[src/rtl/sif_pkg.sv]
package sif_pkg;
    localparam int unsigned SIF_ST_W = 8;
    localparam logic [SIF_ST_W-1:0] SIF_IDLE_CODE  = 8'hF8;
    localparam logic [SIF_ST_W-1:0] SIF_QUIET_CODE = 8'hD0;

    typedef struct packed {
        logic en;
        logic flag_val;
        logic stop_val;
    } cpu_wr_t;
endpackage

[src/rtl/sif_flag_unit.sv]
module sif_flag_unit
    import sif_pkg::*;
#(
    parameter int unsigned         ST_W  = SIF_ST_W,
    parameter logic [ST_W-1:0]     IDLE  = SIF_IDLE_CODE,
    parameter logic [ST_W-1:0]     QUIET = SIF_QUIET_CODE
) (
    input  logic            clk,
    input  logic            rst_n,
    input  cpu_wr_t         wr,
    input  logic            st_vld,
    input  logic [ST_W-1:0] st_code,
    output logic            flag_o,
    output logic [ST_W-1:0] status_o,
    output logic            hold_o
);
    typedef struct packed {
        logic            flag;
        logic [ST_W-1:0] status;
    } fstate_t;

    fstate_t s_d, s_q;
    logic    hw_set;
    logic    sw_clr;

    always_comb begin
        hw_set = st_vld && (st_code != QUIET) && (st_code != IDLE);
        sw_clr = wr.en && !wr.flag_val;
        s_d    = s_q;
        if (hw_set) begin
            s_d.flag = 1'b1;
        end else if (sw_clr) begin
            s_d.flag = 1'b0;
        end
        if (st_vld) begin
            s_d.status = st_code;
        end else if (sw_clr && s_q.flag) begin
            s_d.status = IDLE;
        end
    end

    always_ff @(posedge clk or negedge rst_n) begin
        if (!rst_n) begin
            s_q.flag   <= 1'b0;
            s_q.status <= IDLE;
        end else begin
            s_q <= s_d;
        end
    end

    assign flag_o   = s_q.flag;
    assign status_o = s_q.status;
    assign hold_o   = s_q.flag && (s_q.status != QUIET);

    AST_HW_SET: assert property (@(posedge clk) disable iff (!rst_n)
        (st_vld && st_code != QUIET && st_code != IDLE) |=> (flag_o && status_o == $past(st_code)));
    AST_QUIET_KEEP: assert property (@(posedge clk) disable iff (!rst_n)
        (st_vld && (st_code == QUIET || st_code == IDLE) && !(wr.en && !wr.flag_val)) |=> (flag_o == $past(flag_o)));
    AST_W1_NOP: assert property (@(posedge clk) disable iff (!rst_n)
        (wr.en && wr.flag_val && !st_vld) |=> ($stable(flag_o) && $stable(status_o)));
    AST_CLR_IDLE: assert property (@(posedge clk) disable iff (!rst_n)
        (flag_o && wr.en && !wr.flag_val && !st_vld) |=> (!flag_o && status_o == IDLE));
    AST_SET_WINS: assert property (@(posedge clk) disable iff (!rst_n)
        (st_vld && st_code != QUIET && st_code != IDLE && wr.en && !wr.flag_val) |=> flag_o);
endmodule

[src/rtl/sif_stop_unit.sv]
module sif_stop_unit
    import sif_pkg::*;
(
    input  logic    clk,
    input  logic    rst_n,
    input  logic    iface_en,
    input  cpu_wr_t wr,
    output logic    stop_o
);
    typedef struct packed {
        logic stop;
    } sstate_t;

    sstate_t s_d, s_q;

    always_comb begin
        s_d      = s_q;
        s_d.stop = wr.en && wr.stop_val && iface_en && !s_q.stop;
    end

    always_ff @(posedge clk or negedge rst_n) begin
        if (!rst_n) begin
            s_q.stop <= 1'b0;
        end else begin
            s_q <= s_d;
        end
    end

    assign stop_o = s_q.stop;

    AST_STOP_GATED: assert property (@(posedge clk) disable iff (!rst_n)
        !iface_en |=> !stop_o);
    AST_STOP_ONESHOT: assert property (@(posedge clk) disable iff (!rst_n)
        stop_o |=> !stop_o);
    AST_STOP_TAKES: assert property (@(posedge clk) disable iff (!rst_n)
        (wr.en && wr.stop_val && iface_en && !stop_o) |=> stop_o);
endmodule

[src/rtl/sif_ctl.sv]
module sif_ctl
    import sif_pkg::*;
(
    input  logic                clk,
    input  logic                rst_n,
    input  logic                iface_en,
    input  logic                glob_ie,
    input  logic                blk_ie,
    input  logic                wr_en,
    input  logic                wr_flag,
    input  logic                wr_stop,
    input  logic                st_vld,
    input  logic [SIF_ST_W-1:0] st_code,
    output logic [SIF_ST_W-1:0] status,
    output logic                flag,
    output logic                stop_bit,
    output logic                irq,
    output logic                scl_hold,
    output logic                force_idle
);
    cpu_wr_t wr_cmd;

    always_comb begin
        wr_cmd.en       = wr_en;
        wr_cmd.flag_val = wr_flag;
        wr_cmd.stop_val = wr_stop;
    end

    sif_flag_unit #(
        .ST_W  (SIF_ST_W),
        .IDLE  (SIF_IDLE_CODE),
        .QUIET (SIF_QUIET_CODE)
    ) u_flag (
        .clk      (clk),
        .rst_n    (rst_n),
        .wr       (wr_cmd),
        .st_vld   (st_vld),
        .st_code  (st_code),
        .flag_o   (flag),
        .status_o (status),
        .hold_o   (scl_hold)
    );

    sif_stop_unit u_stop (
        .clk      (clk),
        .rst_n    (rst_n),
        .iface_en (iface_en),
        .wr       (wr_cmd),
        .stop_o   (stop_bit)
    );

    assign force_idle = stop_bit;
    assign irq        = flag && glob_ie && blk_ie;

    AST_HOLD_QUIET: assert property (@(posedge clk) disable iff (!rst_n)
        (status == SIF_QUIET_CODE) |-> !scl_hold);
    AST_IRQ_NEEDS_FLAG: assert property (@(posedge clk) disable iff (!rst_n)
        irq |-> (scl_hold || status == SIF_QUIET_CODE));
    AST_IDLE_SILENT: assert property (@(posedge clk) disable iff (!rst_n)
        !flag |-> (!irq && !scl_hold));
endmodule

[config.mk]
export PLATFORM = sky130hd
export DESIGN_NAME = sif_ctl
export DESIGN_NICKNAME = d
export VERILOG_FILES = /design/src/rtl/sif_pkg.sv /design/src/rtl/sif_flag_unit.sv /design/src/rtl/sif_stop_unit.sv /design/src/rtl/sif_ctl.sv
export SDC_FILE = /design/constraint.sdc
export NUM_CORES = 1
export LEC_CHECK = 0
export BUFFER_PORTS_ARGS = -buffer_cell sky130_fd_sc_hd__buf_2
export CAP_MARGIN = 20
export CORE_AREA = 4 4 41 43
export DETAILED_ROUTE_END_ITERATION = 12
export DIE_AREA = 0 0 45 47
export PLACE_DENSITY = 0.72
export SLEW_MARGIN = 10
export SYNTH_ARGS = -nofsm -noshare
export SYNTH_HDL_FRONTEND = slang
export SYNTH_SLANG_ARGS = --single-unit
export TNS_END_PERCENT = 50
[constraint.sdc]
create_clock -name clk -period 3.93 [get_ports clk]
set_clock_uncertainty 0.15 [all_clocks]
set_input_delay 1.179 -clock clk [delete_from_list [all_inputs] [get_ports clk]]
set_output_delay 1.179 -clock clk [all_outputs]
set_load 0.03 [all_outputs]
-- Word-level counts from Yosys, hierarchy flattened
Index checks and enable logic that the tools add are counted.
W data, S select, Z words.
- output and inout bits: 13
- memory bits (writable): 0
- memories kept: 0
- bits in read-only memories: 0
- latch bits: 0
- register bits: 10
- bitwise logic cells: 0
- add/sub/neg operators: 0
- reduce and logical (&&, ||, !) cells: 14
- multiply operators: 0
- muxes and demuxes: 4
- shifts and indexed selects: 0
- magnitude comparators: 0
- equal/unequal tests: 3
- div/mod/pow operators: 0
- operators by type and width (kind ; number):
    $ne A8 B8 Y1 const B ; 3
    $mux W8 ; 2
    $logic_and A1 B1 Y1 ; 10
    $reduce_bool A2 Y1 ; 2
    $logic_not A1 Y1 ; 2
    $mux W1 ; 2

-- Depth between registers and ports, before layout
Gate-level depths: netlist of run 1.
- word-level depth: 5
- mapped depth: 3

-- Hierarchy
Synthesis of run 1 repeated with hierarchy kept, for this count alone.
- cells, all modules: 38
- area, all modules: 455.4 um^2
- modules (own cells, without submodules) (module ; cells each ; instances ; seq. area each (um^2) ; area an instance (um^2)):
    sif_flag_unit ; 34 ; 1 ; 231.5 ; 406.6
    sif_stop_unit ; 2 ; 1 ; 25.0 ; 35.0
    sif_ctl ; 2 ; 1 ; 0.0 ; 13.8

-- Worst setup path after synthesis of run 1
Ideal clock, no wire load.
- path type: input to output
- start: in blk_ie
- end: out irq
- path buffers: 0
- cell stages on the path: 1
- arrival: 1498 ps
- setup slack: 1103 ps
- cell sequence: and3_1
- cells in the longest elaborated chain, start to end: 1
- RTL lines (what ; line ; source):
    from (decl) ; sif_ctl.sv:8 ; input logic blk_ie,
    $logic_and A1 B1 Y1 ; sif_ctl.sv:53 ; assign irq = flag && glob_ie && blk_ie;
    to (decl) ; sif_ctl.sv:17 ; output logic irq,
Every way passes these cells.

-- Final worst setup path of run 1
Ends and elaborated chain as after synthesis.

==> flow_metrics.py, run 1 <==
metrics = {
    "power_and_ir_drop": {
        "ir_worst_vdd_uv": 184,
        "power_density_nw_per_um2": 389,
        "power.leakage_nw": 0.348,
    },
    "route": {
        "drt-wirelength-per-cell_um": 13.3,
        "num_vias": 421,
        "drc_errors": 0,
        "antenna_left": 0,
        "initialDrtViolationCount": 1,
        "wl_mm": 1.12,
        "drt_first_pass_iters": 2,
        "via_per_inst": 5.01,
    },
    "timing": {
        "grt_setup_unrepaired": "no",
        "fmax_mhz": 342,
        "finalSetupTns_ns": 0,
        "fin_crit_ns": 2.92,
        "hold_ws_ns": 0.353,
        "hold_viol": 0,
        "slew_viol_final": 0,
        "worst_slew_pin_slew_ns": 0.263,
        "maxSlewHeadroom_pct": 82.3,
        "setup_viol": 0,
        "finalCritPeriodShare_pct": 74.4,
    },
    "cts": {
        "cts.hold.buffers_added": 0,
        "cts_buffer_depth": 2,
        "clk_latency_ns": 0.26,
        "clkTransAtPathRegs_ns": 0.06,
        "clkSinkCount": 10,
        "cts_tree": "built",
        "postCtsSetupBuffers": 0,
        "cts_resized": 0,
        "h-tree-depth": 1,
        "cts_made_buffers": 3,
        "cts_root_buf": "clkbuf_4",
    },
    "critical_path": {
        "cpMaxStageDelayCell": "buf_2",
        "cp-end-kind": "output port",
        "rrSetupSlack_ns": 2.86,
        "start_kind": "primary input",
        "reg2reg_depth": 2,
        "worstPathMaxFanout": 1,
        "r2r-end": "u_flag.status_o[3]",
        "cp_data_required_time_ns": 2.60,
        "cp_slowest_stage_delay_ns": 0.17,
        "worstPathCellList": "buf_2 -> and3_1 -> buf_2",
        "worstSetupStartpoint": "blk_ie",
        "r2r-start": "u_flag.flag_o",
        "worst_path_most_repeated_cell": "buf_2",
        "arrival_ns": 1.60,
        "crit_type": "primary input to output port",
    },
    "yosys": {
        "yosysMostFrequentCell": "inv_1",
        "async_reset_ff_share_pct": 100,
        "synth_top_area_share_pct": 25.7,
        "synth.area.top_cells": "dfstp_2 26%, dfrtp_1 25%, a2bb2oi_2 15%",
        "synthCells": 38,
        "synth.distinct_cells": 18,
        "yosysSeqAreaShare_pct": 50.2,
        "synth_edf_count": 0,
        "synth_top_area_cell": "dfstp_2",
        "synthesis.nets": 55,
        "yosysWarnings": 0,
        "syn_avg_cell_area_um2": 13.4,
        "synth_ff_type": "dfstp_2",
        "synth_commonest_cells": "6 x inv_1, 5 x a2bb2oi_2, 5 x dfrtp_1, 5 x dfstp_2, 3 x a22o_1",
        "ys_ff_latch": 10,
        "synth_area_um2": 510,
    },
    "global_routing": {
        "grt-ovfl-total": 0,
        "busiest_layer": "met2",
        "antenna_found_initial": 0,
        "grt_pass1_wl_mm": 1.79,
        "use_met2_pct": 18.9,
        "track_usage_pct": 12.1,
        "grt_use_met3_pct": 2.68,
        "grt_max_degree": 12,
        "grt_pass1_vias": 438,
        "met1_usage_pct": 14.7,
    },
    "floorplanning": {
        "fp.dieArea_um2": 2120,
        "row_count": 13,
        "start_util_pct": 39.2,
        "num_io_pins": 30,
        "core_um2": 1300,
        "die-height_um": 47,
        "die_x_um": 45,
    },
    "placed_design": {
        "place_congestion": 0.710,
        "io_buffer_count": 29,
        "place_area_um2": 659,
        "dpl.cell_count": 80,
    },
    "run_status": {
        "run_status": "finished, final reports clean",
    },
    "final_layout": {
        "area_growth_pct": 34.3,
        "multiInputGateArea_um2": 216,
        "postLayoutCellArea_um2": 686,
        "seqCellArea_um2": 256,
        "drive_above_1_share_pct": 68.1,
        "final_nets": 87,
        "instances_no_fill": 84,
        "final.fill_count": 134,
        "antennaDiodeCount": 0,
    },
    "hold_path": {
        "hp-class": "flop to flop",
        "whs_path_depth": 1,
        "hold_end": "u_flag.status_o[3]",
        "hold_start": "u_flag.status_o[3]",
    },
    "job": {
        "drv_cap": 0,
    },
}
## where the power goes
part / internal [mW] / switching [mW] / total, mW
sequential: 0.115 / 0.00797 / 0.123
combinational: 0.0285 / 0.0400 / 0.0685
clock: 0.0393 / 0.0359 / 0.0752
## sequential cells by signal, indices dropped and copies added, names as in the netlist
name             count
u_flag.status_o      8
u_stop.stop_o        1
u_flag.flag_o        1
## per-layer routing
| metal | vias up | share of wire (%) |
|---|---|---|
| li1 | 204 | - |
| met1 | 196 | 42 |
| met2 | 19 | 49 |
| met3 | 2 | 8.9 |
| met4 | 0 | 0.36 |
| met5 | - | 0 |
## how the worst max path moves through the flow
stage | slack, ns | endpoint | cells past startpoint
2_1_floorplan | 1.10 | irq | 1
4_1_cts | 1.00 | irq | 3
3_3_place_gp | 1.00 | irq | 3
6_report | 1.01 | irq | 3
5_1_grt | 0.99 | irq | 3
3_5_place_dp | 1.00 | irq | 3
## through the flow
stage	worst slack, ns	power, mW	util, %
3_3_place_gp	1.00	0.193	50.7
2_1_floorplan	1.10	0.170	-
6_report	1.01	0.267	52.7
5_1_grt	0.992	0.278	52.7
4_1_cts	1.00	0.270	52.7
3_5_place_dp	1.00	0.194	50.7
## placed cells by master (no fill, tap or decap), drive strengths merged, types with 2 or more instances in the layout
| cell type | Yosys | routed |
|---|---|---|
| clkbuf | 0 | 4 |
| a22o | 3 | 3 |
| dfstp | 5 | 5 |
| a21oi | 2 | 2 |
| inv | 6 | 6 |
| dfrtp | 5 | 5 |
| and4b | 2 | 2 |
| buf | 2 | 29 |
| a2bb2oi | 5 | 5 |
## logic make-up after synthesis
group | after synthesis | synth area share, %
flip-flops | 10 | 50.2
buffers and inverters | 8 | 7.35
XOR/XNOR | 1 | 1.72
AO/OA/AOI/OAI | 12 | 27.2
AND/OR/NAND/NOR | 7 | 13.5
## critical path: cells and delay by family
family	cells	cell delay, ns
simple gates	1	0.16
buf+inv	2	0.26
## final cells by class
| type | instances | share of cell area (%) |
|---|---|---|
| tap | 15 | 2.74 |
| inverter | 6 | 3.28 |
| clock buffer | 4 | 3.83 |
| multi-input combinational | 20 | 31.6 |
| timing repair buffer | 29 | 21.2 |
| sequential | 10 | 37.4 |
Power figures use the tool's default switching activity.
==> run 2: changes to the inputs <==
==> constraint.sdc (replaced) <==
create_clock -name clk -period 3.1 [get_ports clk]
set_clock_uncertainty 0.15 [all_clocks]
set_input_delay 0.93 -clock clk [delete_from_list [all_inputs] [get_ports clk]]
set_output_delay 0.93 -clock clk [all_outputs]
set_load 0.03 [all_outputs]
==> run 2 against run 1 <==
Against the previous run:
- combinational power up 27%
- wire length down 0.18%
- first-iteration DRC count unchanged
- cell area unchanged
- clock power up 27%
- core utilization unchanged
- global-route usage up 0.080 points
- count of clock-buffer cells in the layout unchanged
- largest power group unchanged
==> flow_metrics.py, run 2 (synthesis results as in run 1) <==
metrics = {
    "final_layout": {
        "area_growth_pct": 34.3,
        "finish.utilization_pct": 52.7,
        "final_nets": 87,
        "largest_register_ffs": 8,
        "final_common_cell": "buf_2",
        "drive_above_1_share_pct": 68.1,
        "antennaDiodeCount": 0,
        "instances_no_fill": 84,
        "final_cell_mix": "29 x buf_2, 6 x inv_1, 5 x a2bb2oi_2, 5 x dfrtp_1, 5 x dfstp_2",
    },
    "global_routing": {
        "track_usage_pct": 12.2,
        "grt_max_degree": 12,
        "grt_pass1_wl_mm": 1.81,
        "busiest_layer": "met2",
        "grt-ovfl-total": 0,
        "antenna_found_initial": 0,
        "grt_pass1_vias": 439,
        "grt_use_met3_pct": 2.68,
        "met1_usage_pct": 14.9,
        "use_met2_pct": 18.9,
    },
    "floorplanning": {
        "num_io_pins": 30,
        "start_util_pct": 39.2,
        "core_um2": 1300,
        "die_x_um": 45,
        "fp.dieArea_um2": 2120,
        "row_count": 13,
        "die-height_um": 47,
    },
    "timing": {
        "finalCritPeriodShare_pct": 78.3,
        "hold_ws_ns": 0.353,
        "fmax_mhz": 412,
        "setup_viol": 0,
        "fin_crit_ns": 2.43,
        "maxSlewHeadroom_pct": 82.3,
        "grt_setup_unrepaired": "no",
        "worst_slew_pin_slew_ns": 0.263,
        "fin_ws_ns": 0.673,
        "slew_viol_final": 0,
        "finalSetupTns_ns": 0,
        "hold_viol": 0,
    },
    "power_and_ir_drop": {
        "clockPowerShare_pct": 28.2,
        "comb_power_share_pct": 25.7,
        "swShare_pct": 31.4,
        "p_seq_share_pct": 46.1,
        "power.leakage_nw": 0.348,
        "power_density_nw_per_um2": 493,
        "intPower_mw": 0.232,
        "ir_worst_vdd_uv": 234,
        "power.switching_mw": 0.106,
    },
    "placed_design": {
        "io_buffer_count": 29,
        "place_congestion": 0.710,
        "dpl.cell_count": 80,
        "place_ws_ns": 0.672,
    },
    "route": {
        "drt_first_pass_iters": 2,
        "initialDrtViolationCount": 1,
        "wl_mm": 1.11,
        "via_per_inst": 5.01,
        "num_vias": 421,
        "drc_errors": 0,
        "drt-wirelength-per-cell_um": 13.3,
        "antenna_left": 0,
    },
    "critical_path": {
        "start_kind": "primary input",
        "cp_data_required_time_ns": 2.02,
        "arrival_ns": 1.35,
        "worstPathMaxFanout": 1,
        "cp-end-kind": "output port",
        "crit_type": "primary input to output port",
    },
    "job": {
        "drv_cap": 0,
    },
    "cts": {
        "cts.hold.buffers_added": 0,
        "cts_root_buf": "clkbuf_4",
        "postCtsSetupBuffers": 0,
        "cts_resized": 0,
        "clk_latency_ns": 0.26,
        "h-tree-depth": 1,
        "clkSinkCount": 10,
        "cts_buffer_depth": 2,
        "cts_tree": "built",
        "cts_made_buffers": 3,
        "clkTransAtPathRegs_ns": 0.06,
    },
    "run_status": {
        "run_status": "finished, final reports clean",
    },
    "hold_path": {
        "hp-class": "flop to flop",
    },
}
-- run 2: routing by layer --
metal | routed length (um) | share of wire (%)
met2 | 546 | 49
met1 | 462 | 42
met3 | 99 | 8.9
met4 | 4 | 0.36
met5 | 0 | 0
-- run 2: critical path: stages --
cell	delay, ns
buf_2	0.09
and3_1	0.16
buf_2	0.17
-- run 2: worst paths after layout --
path / from / end / slack (ns) / depth (start not counted)
worst max register to register: u_flag.flag_o / u_flag.status_o[3] / 2.03 / 2
min in group asynchronous: rst_n / u_flag.status_o[0] / 0.36 / 1
worst min register to register: u_flag.status_o[3] / u_flag.status_o[3] / 0.35 / 1
worst max-delay path: blk_ie / irq / 0.67 / 3
worst min-delay path: u_flag.status_o[3] / u_flag.status_o[3] / 0.35 / 1
max in group asynchronous: rst_n / u_flag.status_o[7] / 2.19 / 1
-- run 2: power by group through the flow --
stage / combinational, mW / sequential [mW] / clock [mW]
2_1_floorplan: 0.0362 / 0.179 / 0
3_3_place_gp: 0.0871 / 0.158 / 0
3_5_place_dp: 0.0879 / 0.158 / 0
4_1_cts: 0.0880 / 0.156 / 0.0985
5_1_grt: 0.0930 / 0.158 / 0.101
6_report: 0.0868 / 0.156 / 0.0954
-- run 2: area by class of cell --
type                    instances  area (um^2)
clock buffers                   4         26.3
fillers                       135          616
inverters                       6         22.5
multi-input cells              20          216
flip-flops and latches         10          256
well taps                      15         18.8
repair buffers                 29          145
-- run 2: per-stage QoR --
stage,total power [mW],instance area (um^2)
after global placement,0.245,659
final,0.338,686
after global routing,0.352,686
after CTS,0.343,686
after detailed placement,0.246,659
after floorplan,0.215,510
